## config.mk

```make
export PLATFORM = sky130hd
export DESIGN_NAME = deep_fifo_ring
export DESIGN_NICKNAME = d
export VERILOG_FILES = /design/src/rtl/ring_fifo_pkg.sv /design/src/rtl/ring_token.sv /design/src/rtl/ring_slice.sv /design/src/rtl/ring_merge.sv /design/src/rtl/deep_fifo_ring.sv
export SDC_FILE = /design/constraint.sdc
export NUM_CORES = 1
export LEC_CHECK = 0
export BUFFER_PORTS_ARGS = -buffer_cell sky130_fd_sc_hd__buf_2
export CAP_MARGIN = 40
export CELL_PAD_IN_SITES_DETAIL_PLACEMENT = 0
export CELL_PAD_IN_SITES_GLOBAL_PLACEMENT = 1
export CORE_ASPECT_RATIO = 2
export CORE_UTILIZATION = 45
export DETAILED_ROUTE_END_ITERATION = 10
export GPL_TIMING_DRIVEN = 0
export PLACE_DENSITY_LB_ADDON = 0.15
export RECOVER_POWER = 50
export SETUP_SLACK_MARGIN = 0.4
export SYNTH_ARGS = -nofsm -noshare
export SYNTH_HDL_FRONTEND = slang
export SYNTH_HIERARCHICAL = 1
export SYNTH_SLANG_ARGS = --single-unit
export TNS_END_PERCENT = 5
```

## constraint.sdc

```tcl
create_clock -name clk -period 5.2 [get_ports clk]
set_input_delay 1.04 -clock clk [delete_from_list [all_inputs] [get_ports clk]]
set_output_delay 1.04 -clock clk [all_outputs]
set_load 0.01 [all_outputs]
```

## src/rtl/ring_fifo_pkg.sv

```systemverilog
package ring_fifo_pkg;

  // Slice index that feeds token inputs of slice idx (ring closes at 0).
  function automatic int ring_prev(input int idx, input int n);
    return (idx == 0) ? n - 1 : idx - 1;
  endfunction

  // Slot index after idx in a storage of depth d.
  function automatic int slot_next(input int idx, input int d);
    return (idx == d - 1) ? 0 : idx + 1;
  endfunction

  // Slice expected to hold a token after 'moves' tokens-worth of transfers.
  function automatic int token_slice(input int first, input int transfers,
                                     input int depth, input int n);
    return (first + transfers / depth) % n;
  endfunction

endpackage

```

## src/rtl/ring_token.sv

```systemverilog
module ring_token (
  input  logic clk,
  input  logic rst_n,
  input  logic first_load_n,
  input  logic take,
  input  logic give,
  output logic hold
);

  always_ff @(posedge clk) begin
    if (!rst_n)    hold <= ~first_load_n;
    else if (take) hold <= 1'b1;
    else if (give) hold <= 1'b0;
  end

  // a token only arrives at a slice that is free or handing it on.
  a_r2_take_when_free: assert property (@(posedge clk) disable iff (!rst_n)
    take |-> (!hold || give));

  // only the holder can give the token away.
  a_r2_give_needs_hold: assert property (@(posedge clk) disable iff (!rst_n)
    give |-> hold);

endmodule

```

## src/rtl/ring_slice.sv

```systemverilog
module ring_slice #(
  parameter int W     = 8,
  parameter int DEPTH = 4
) (
  input  logic         clk,
  input  logic         rst_n,
  input  logic         first_load_n,
  input  logic         wtok_in,
  output logic         wtok_out,
  input  logic         rtok_in,
  output logic         rtok_out,
  input  logic         wr_req,
  input  logic [W-1:0] wr_data,
  input  logic         rd_req,
  output logic [W-1:0] rd_data,
  output logic         has_wtok,
  output logic         has_rtok,
  output logic         is_full,
  output logic         is_empty
);
  import ring_fifo_pkg::*;

  localparam int AW = (DEPTH > 1) ? $clog2(DEPTH) : 1;
  localparam int CW = $clog2(DEPTH + 1);
  localparam logic [AW-1:0] LAST_SLOT = AW'(DEPTH - 1);
  localparam logic [CW-1:0] CAP       = CW'(DEPTH);

  logic [W-1:0]  mem [DEPTH];
  logic [AW-1:0] wptr, rptr;
  logic [CW-1:0] cnt;

  // Named internal events for assertions.
  logic do_wr, do_rd, wr_last, rd_last;

  assign do_wr   = wr_req & has_wtok;
  assign do_rd   = rd_req & has_rtok;
  assign wr_last = do_wr && (wptr == LAST_SLOT);
  assign rd_last = do_rd && (rptr == LAST_SLOT);

  assign wtok_out = wr_last;
  assign rtok_out = rd_last;

  ring_token u_wtok (
    .clk(clk), .rst_n(rst_n), .first_load_n(first_load_n),
    .take(wtok_in), .give(wr_last), .hold(has_wtok)
  );

  ring_token u_rtok (
    .clk(clk), .rst_n(rst_n), .first_load_n(first_load_n),
    .take(rtok_in), .give(rd_last), .hold(has_rtok)
  );

  always_ff @(posedge clk) begin
    if (!rst_n) begin
      wptr <= '0;
      rptr <= '0;
      cnt  <= '0;
    end else begin
      if (do_wr) wptr <= AW'(slot_next(int'(wptr), DEPTH));
      if (do_rd) rptr <= AW'(slot_next(int'(rptr), DEPTH));
      case ({do_wr, do_rd})
        2'b10:   cnt <= cnt + 1'b1;
        2'b01:   cnt <= cnt - 1'b1;
        default: cnt <= cnt;
      endcase
    end
  end

  always_ff @(posedge clk) begin
    if (do_wr) mem[wptr] <= wr_data;
  end

  assign rd_data  = mem[rptr];
  assign is_full  = (cnt == CAP);
  assign is_empty = (cnt == '0);

  // a slice never takes a write beyond its depth.
  a_r6_no_overflow: assert property (@(posedge clk) disable iff (!rst_n)
    do_wr |-> (cnt != CAP || do_rd));

  // a slice never gives out a word it does not hold.
  a_r7_no_underflow: assert property (@(posedge clk) disable iff (!rst_n)
    do_rd |-> (cnt != '0));

  // after handing on the write token, the next write slot is the first.
  a_r4_wptr_home: assert property (@(posedge clk) disable iff (!rst_n)
    wtok_out |=> (wptr == '0));

  // after handing on the read token, the next read slot is the first.
  a_r5_rptr_home: assert property (@(posedge clk) disable iff (!rst_n)
    rtok_out |=> (rptr == '0));

endmodule

```

## src/rtl/ring_merge.sv

```systemverilog
module ring_merge #(
  parameter int W      = 8,
  parameter int SLICES = 3
) (
  input  logic                clk,
  input  logic                rst_n,
  input  logic [SLICES-1:0]   wtok,
  input  logic [SLICES-1:0]   rtok,
  input  logic [SLICES-1:0]   full_v,
  input  logic [SLICES-1:0]   empty_v,
  input  logic [SLICES*W-1:0] data_v,
  output logic                full,
  output logic                empty,
  output logic [W-1:0]        rd_data
);

  always_comb begin
    rd_data = '0;
    for (int i = 0; i < SLICES; i++) begin
      if (rtok[i]) rd_data = rd_data | data_v[i*W +: W];
    end
  end

  assign full  = |(wtok & full_v);
  assign empty = |(rtok & empty_v);

  // exactly one write token and one read token in the ring.
  a_r2_one_wtok: assert property (@(posedge clk) disable iff (!rst_n)
    $countones(wtok) == 1);
  a_r2_one_rtok: assert property (@(posedge clk) disable iff (!rst_n)
    $countones(rtok) == 1);

endmodule

```

## src/rtl/deep_fifo_ring.sv

```systemverilog
module deep_fifo_ring #(
  parameter int W           = 8,
  parameter int SLICE_DEPTH = 4,
  parameter int SLICES      = 3,
  parameter int FIRST_SLICE = 0
) (
  input  logic              clk,
  input  logic              rst_n,
  input  logic              wr_en,
  input  logic [W-1:0]      wr_data,
  output logic              full,
  input  logic              rd_en,
  output logic [W-1:0]      rd_data,
  output logic              empty,
  output logic [SLICES-1:0] wr_owner,
  output logic [SLICES-1:0] rd_owner
);
  import ring_fifo_pkg::*;

  logic [SLICES-1:0]   wtok_pass, rtok_pass;
  logic [SLICES-1:0]   full_v, empty_v;
  logic [SLICES*W-1:0] data_v;
  logic                wr_accept, rd_accept;

  assign wr_accept = wr_en & ~full;
  assign rd_accept = rd_en & ~empty;

  for (genvar i = 0; i < SLICES; i++) begin : g_slice
    localparam int PREV = ring_prev(i, SLICES);
    localparam logic STRAP = (i == FIRST_SLICE) ? 1'b0 : 1'b1;

    ring_slice #(.W(W), .DEPTH(SLICE_DEPTH)) u_slice (
      .clk          (clk),
      .rst_n        (rst_n),
      .first_load_n (STRAP),
      .wtok_in      (wtok_pass[PREV]),
      .wtok_out     (wtok_pass[i]),
      .rtok_in      (rtok_pass[PREV]),
      .rtok_out     (rtok_pass[i]),
      .wr_req       (wr_accept),
      .wr_data      (wr_data),
      .rd_req       (rd_accept),
      .rd_data      (data_v[i*W +: W]),
      .has_wtok     (wr_owner[i]),
      .has_rtok     (rd_owner[i]),
      .is_full      (full_v[i]),
      .is_empty     (empty_v[i])
    );
  end

  ring_merge #(.W(W), .SLICES(SLICES)) u_merge (
    .clk     (clk),
    .rst_n   (rst_n),
    .wtok    (wr_owner),
    .rtok    (rd_owner),
    .full_v  (full_v),
    .empty_v (empty_v),
    .data_v  (data_v),
    .full    (full),
    .empty   (empty),
    .rd_data (rd_data)
  );

  // a write request at full leaves the write token where it was.
  a_r6_full_holds_wtok: assert property (@(posedge clk) disable iff (!rst_n)
    (full && !rd_accept) |=> $stable(wr_owner));

  // a read request at empty leaves the read token where it was.
  a_r7_empty_holds_rtok: assert property (@(posedge clk) disable iff (!rst_n)
    empty |=> $stable(rd_owner));

  // the buffer can never be full and empty at once.
  a_r6_r7_flags_exclusive: assert property (@(posedge clk) disable iff (!rst_n)
    !(full && empty));

endmodule

```

==> results.yml <==
clocking:
  cts_setup_buffers: 0
  cts_hold_buf: 0
  post_cts_resized: 0
  clockRootBuffer: "clkbuf_16"
  cts_buffers: 17
  cts.sinks: 129
  worstSkewPairLatency_ns: 0.40
  clk_pin_slew_worst_paths_ns: 0.05
  htree_levels: 4
  cts_tree: "yes"
  clk_path_buf_depth: 2
synth:
  synth_seq_cells: 129
  yosysUniqueCellTypes: 26
  synth_top_area_frac: 0.567
  yosysWarnings: 6
  synth_compound_area_frac: 0.0422
  synth.yosys.seq_area_share: 0.668
  synth_area_leaders: "edfxtp_1 (57%), dfxtp_1 (10%), mux4_2 (10%)"
  synth_top_family_by_area: "multiplexers"
  synth_cells: 333
  yosys.area_share.simple: 0.0802
  synth_xor_area_frac: 0.00974
  synth_area_sq_um: 5400
  synth_top_cell_by_area: "edfxtp_1"
  synth_edf_count: 102
  synthMuxAreaShare: 0.111
  syn_avg_cell_area_sq_um: 16.2
  synthFlopType: "edfxtp_1"
  synth_adder_area_share: 0.0529
  synthArstFlopShare: 0
power:
  leakage_uw: 0.00227
  internal-power_uw: 1970
  comb_power_share: 0.064
  clkPwrFrac: 0.465
  seqPwrFrac: 0.471
  irDropWorstVdd_v: 0.000238
  p_sw_frac: 0.200
  p_sw_uw: 491
  powerDensity_nw_per_um2: 393
worst_setup_path:
  critPathKind: "reg2reg"
  crit_required_ns: 5.54
  worst_path_most_repeated_cell: "inv_1"
  r2r_slack_ns: 1.74
  cp_top_family: "simple AND/OR/NAND/NOR gates"
  critical-path-max-stage-delay_ns: 0.48
  crit_fanout: 9
  crit_buf_inv: 4
  slowest_stage: "nor2b_1"
  worstSetupEndpointType: "register"
  cp_data_arrival_time_ns: 3.79
  worstReg2RegEnd: "g_slice[0].u_slice/cnt[2]"
  startpoint_type: "register"
  path_cells: "clkbuf_1 > a222oi_1 > inv_1 > nor2b_1 > nand2_1 > inv_1 > ha_1 > inv_1 > fa_1 > xor2_1 > or3_1 > a21boi_1"
  ff2ff_path_depth: 12
  reg2reg_from: "g_slice[0].u_slice/u_rtok/hold"
grt:
  antenna_found_initial: 0
  grt_max_degree: 40
  grt_remaining_overflow: 0
  grt_pass1_vias: 3088
  grtUsageTotal: 0.190
  grt_pass1_wl_um: 16500
floorplan:
  fp-row-count: 56
  ios: 28
  core-area_sq_um: 11700
  die_height_um: 157
  die_area_sq_um: 12500
  die_w_um: 79.4
  initial_core_util: 0.461
layout:
  layout_commonest_cell: "edfxtp_1"
  final_cell_mix: "edfxtp_1 (102), inv_1 (28), dfxtp_1 (27)"
  antenna_cells: 0
  final_nets: 416
  drive_above_1_share: 0.182
  post-route-util: 0.536
  area_growth_pct: 16.1
  final-instance-count-excl-fill: 541
sta:
  drv_slew: 0
  max_freq_ghz: 0.289
  rsz0062_at_grt: "no"
  period_share: 0.665
  hold_violations: 0
  fin_tns_setup_ns: 0
  slew-limit-headroom: 0.299
  tightest_slew_ns: 1.05
  finClkSkew_ns: 0.00901
  post-route-min-period_ns: 3.46
  setup_viol: 0
place:
  dp.cells: 509
  dp_hpwl_um: 7350
  port_buffers: 27
  gp_congestion: 0.740
worst_hold_path:
  hold_end: "g_slice[1].u_slice/cnt[2]"
  hold_depth: 2
  holdCritPathClass: "reg2reg"
  hp-start: "g_slice[1].u_slice/cnt[2]"
route:
  wl_per_cell_um: 19.3
  antenna_left: 0
  vias_per_cell: 5.31
  drc: 0
  vias: 2875
  firstDrtPassIters: 5
  drt_iter0_drc: 191
  wl_um: 10500
run_status:
  status: "finished, final reports clean"
flow_run:
  maxCapViolCount: 0
[cells by family after synthesis]
kind of cell,after synthesis
fa+ha+maj,21
other cells,2
compound gates,31
buf+inv,37
flops,129
mux,30
simple gates,77
xor+xnor,6
[cells in the mapped netlist (all sizes together), types with 6 or more instances]
| cell | n |
|---|---|
| mux2i | 6 |
| and3 | 18 |
| nor2 | 6 |
| nand2 | 21 |
| and2 | 6 |
| ha | 18 |
| inv | 28 |
| nor2b | 8 |
| a21boi | 9 |
| nand3 | 6 |
| mux4 | 24 |
| o21ai | 12 |
| dfxtp | 27 |
| or3b | 6 |
| a222oi | 10 |
| edfxtp | 102 |
| buf | 6 |
[metal layers]
layer	global-route usage	wire, um	up-vias	share of wire
met4	0.107	401	0	0.038
met5	0	0	-	0
li1	-	-	1361	-
met2	0.331	5840	66	0.56
met1	0.199	3880	1428	0.37
met3	0.0577	347	20	0.033
[sequential cells by signal, summed over array words and instances, names as in the netlist, named ones only]
name / count
g_slice.u_slice/mem: 96
g_slice.u_slice/u_wtok/hold: 3
g_slice.u_slice/rptr: 6
g_slice.u_slice/wptr: 6
g_slice.u_slice/cnt: 9
g_slice.u_slice/u_rtok/hold: 3
[worst max path at each step]
stage	from	depth (start not counted)	slack (ns)	to
after global routing	g_slice[0].u_slice/u_rtok/hold	12	1.38	g_slice[0].u_slice/cnt[2]
after floorplan	g_slice[0].u_slice/u_rtok/hold	12	2.55	g_slice[1].u_slice/cnt[2]
after CTS	register	5	2.02	rd_data[6]
after detailed placement	rd_en	10	2.22	g_slice[1].u_slice/cnt[2]
final	g_slice[0].u_slice/u_rtok/hold	12	1.74	g_slice[0].u_slice/cnt[2]
after global placement	rd_en	10	2.23	g_slice[0].u_slice/cnt[2]
[metrics by stage]
stage	worst slack (ns)	instance area (sq um)	hold WS [ns]	power [uW]
after detailed placement	2.22	5730	0.500	1340
after CTS	2.02	6300	0.510	2490
final	1.74	6270	0.509	2460
after global placement	2.23	5730	0.483	1340
after global routing	1.38	6270	0.541	2540
after floorplan	2.55	5410	0.466	1280
[worst reg2reg max path, stage by stage, from the launching register on]
cell and delay, ns:
edfxtp_1 0.45, clkbuf_1 0.35, a222oi_1 0.40, inv_1 0.09, nor2b_1 0.48, nand2_1 0.21
inv_1 0.18, ha_1 0.21, inv_1 0.06, fa_1 0.37, xor2_1 0.15, or3_1 0.30
a21boi_1 0.13
[final cells by class]
class	count	area [sq um]
multi-input cells	171	1610
clock buffers	24	462
repair buffers	27	121
clock inverters	8	113
fillers	977	5430
flip-flops and latches	129	3600
inverters	28	105
plain buffers	9	75.1
well taps	145	181
[power by group through the flow]
stage                     clock network [uW]  registers [uW]  logic (uW)
after global placement                     0            1180         161
final                                   1140            1160         158
after CTS                               1170            1160         166
after global routing                    1210            1160         178
after detailed placement                   0            1180         165
after floorplan                            0            1180         106
Power figures use the tool's default switching activity.
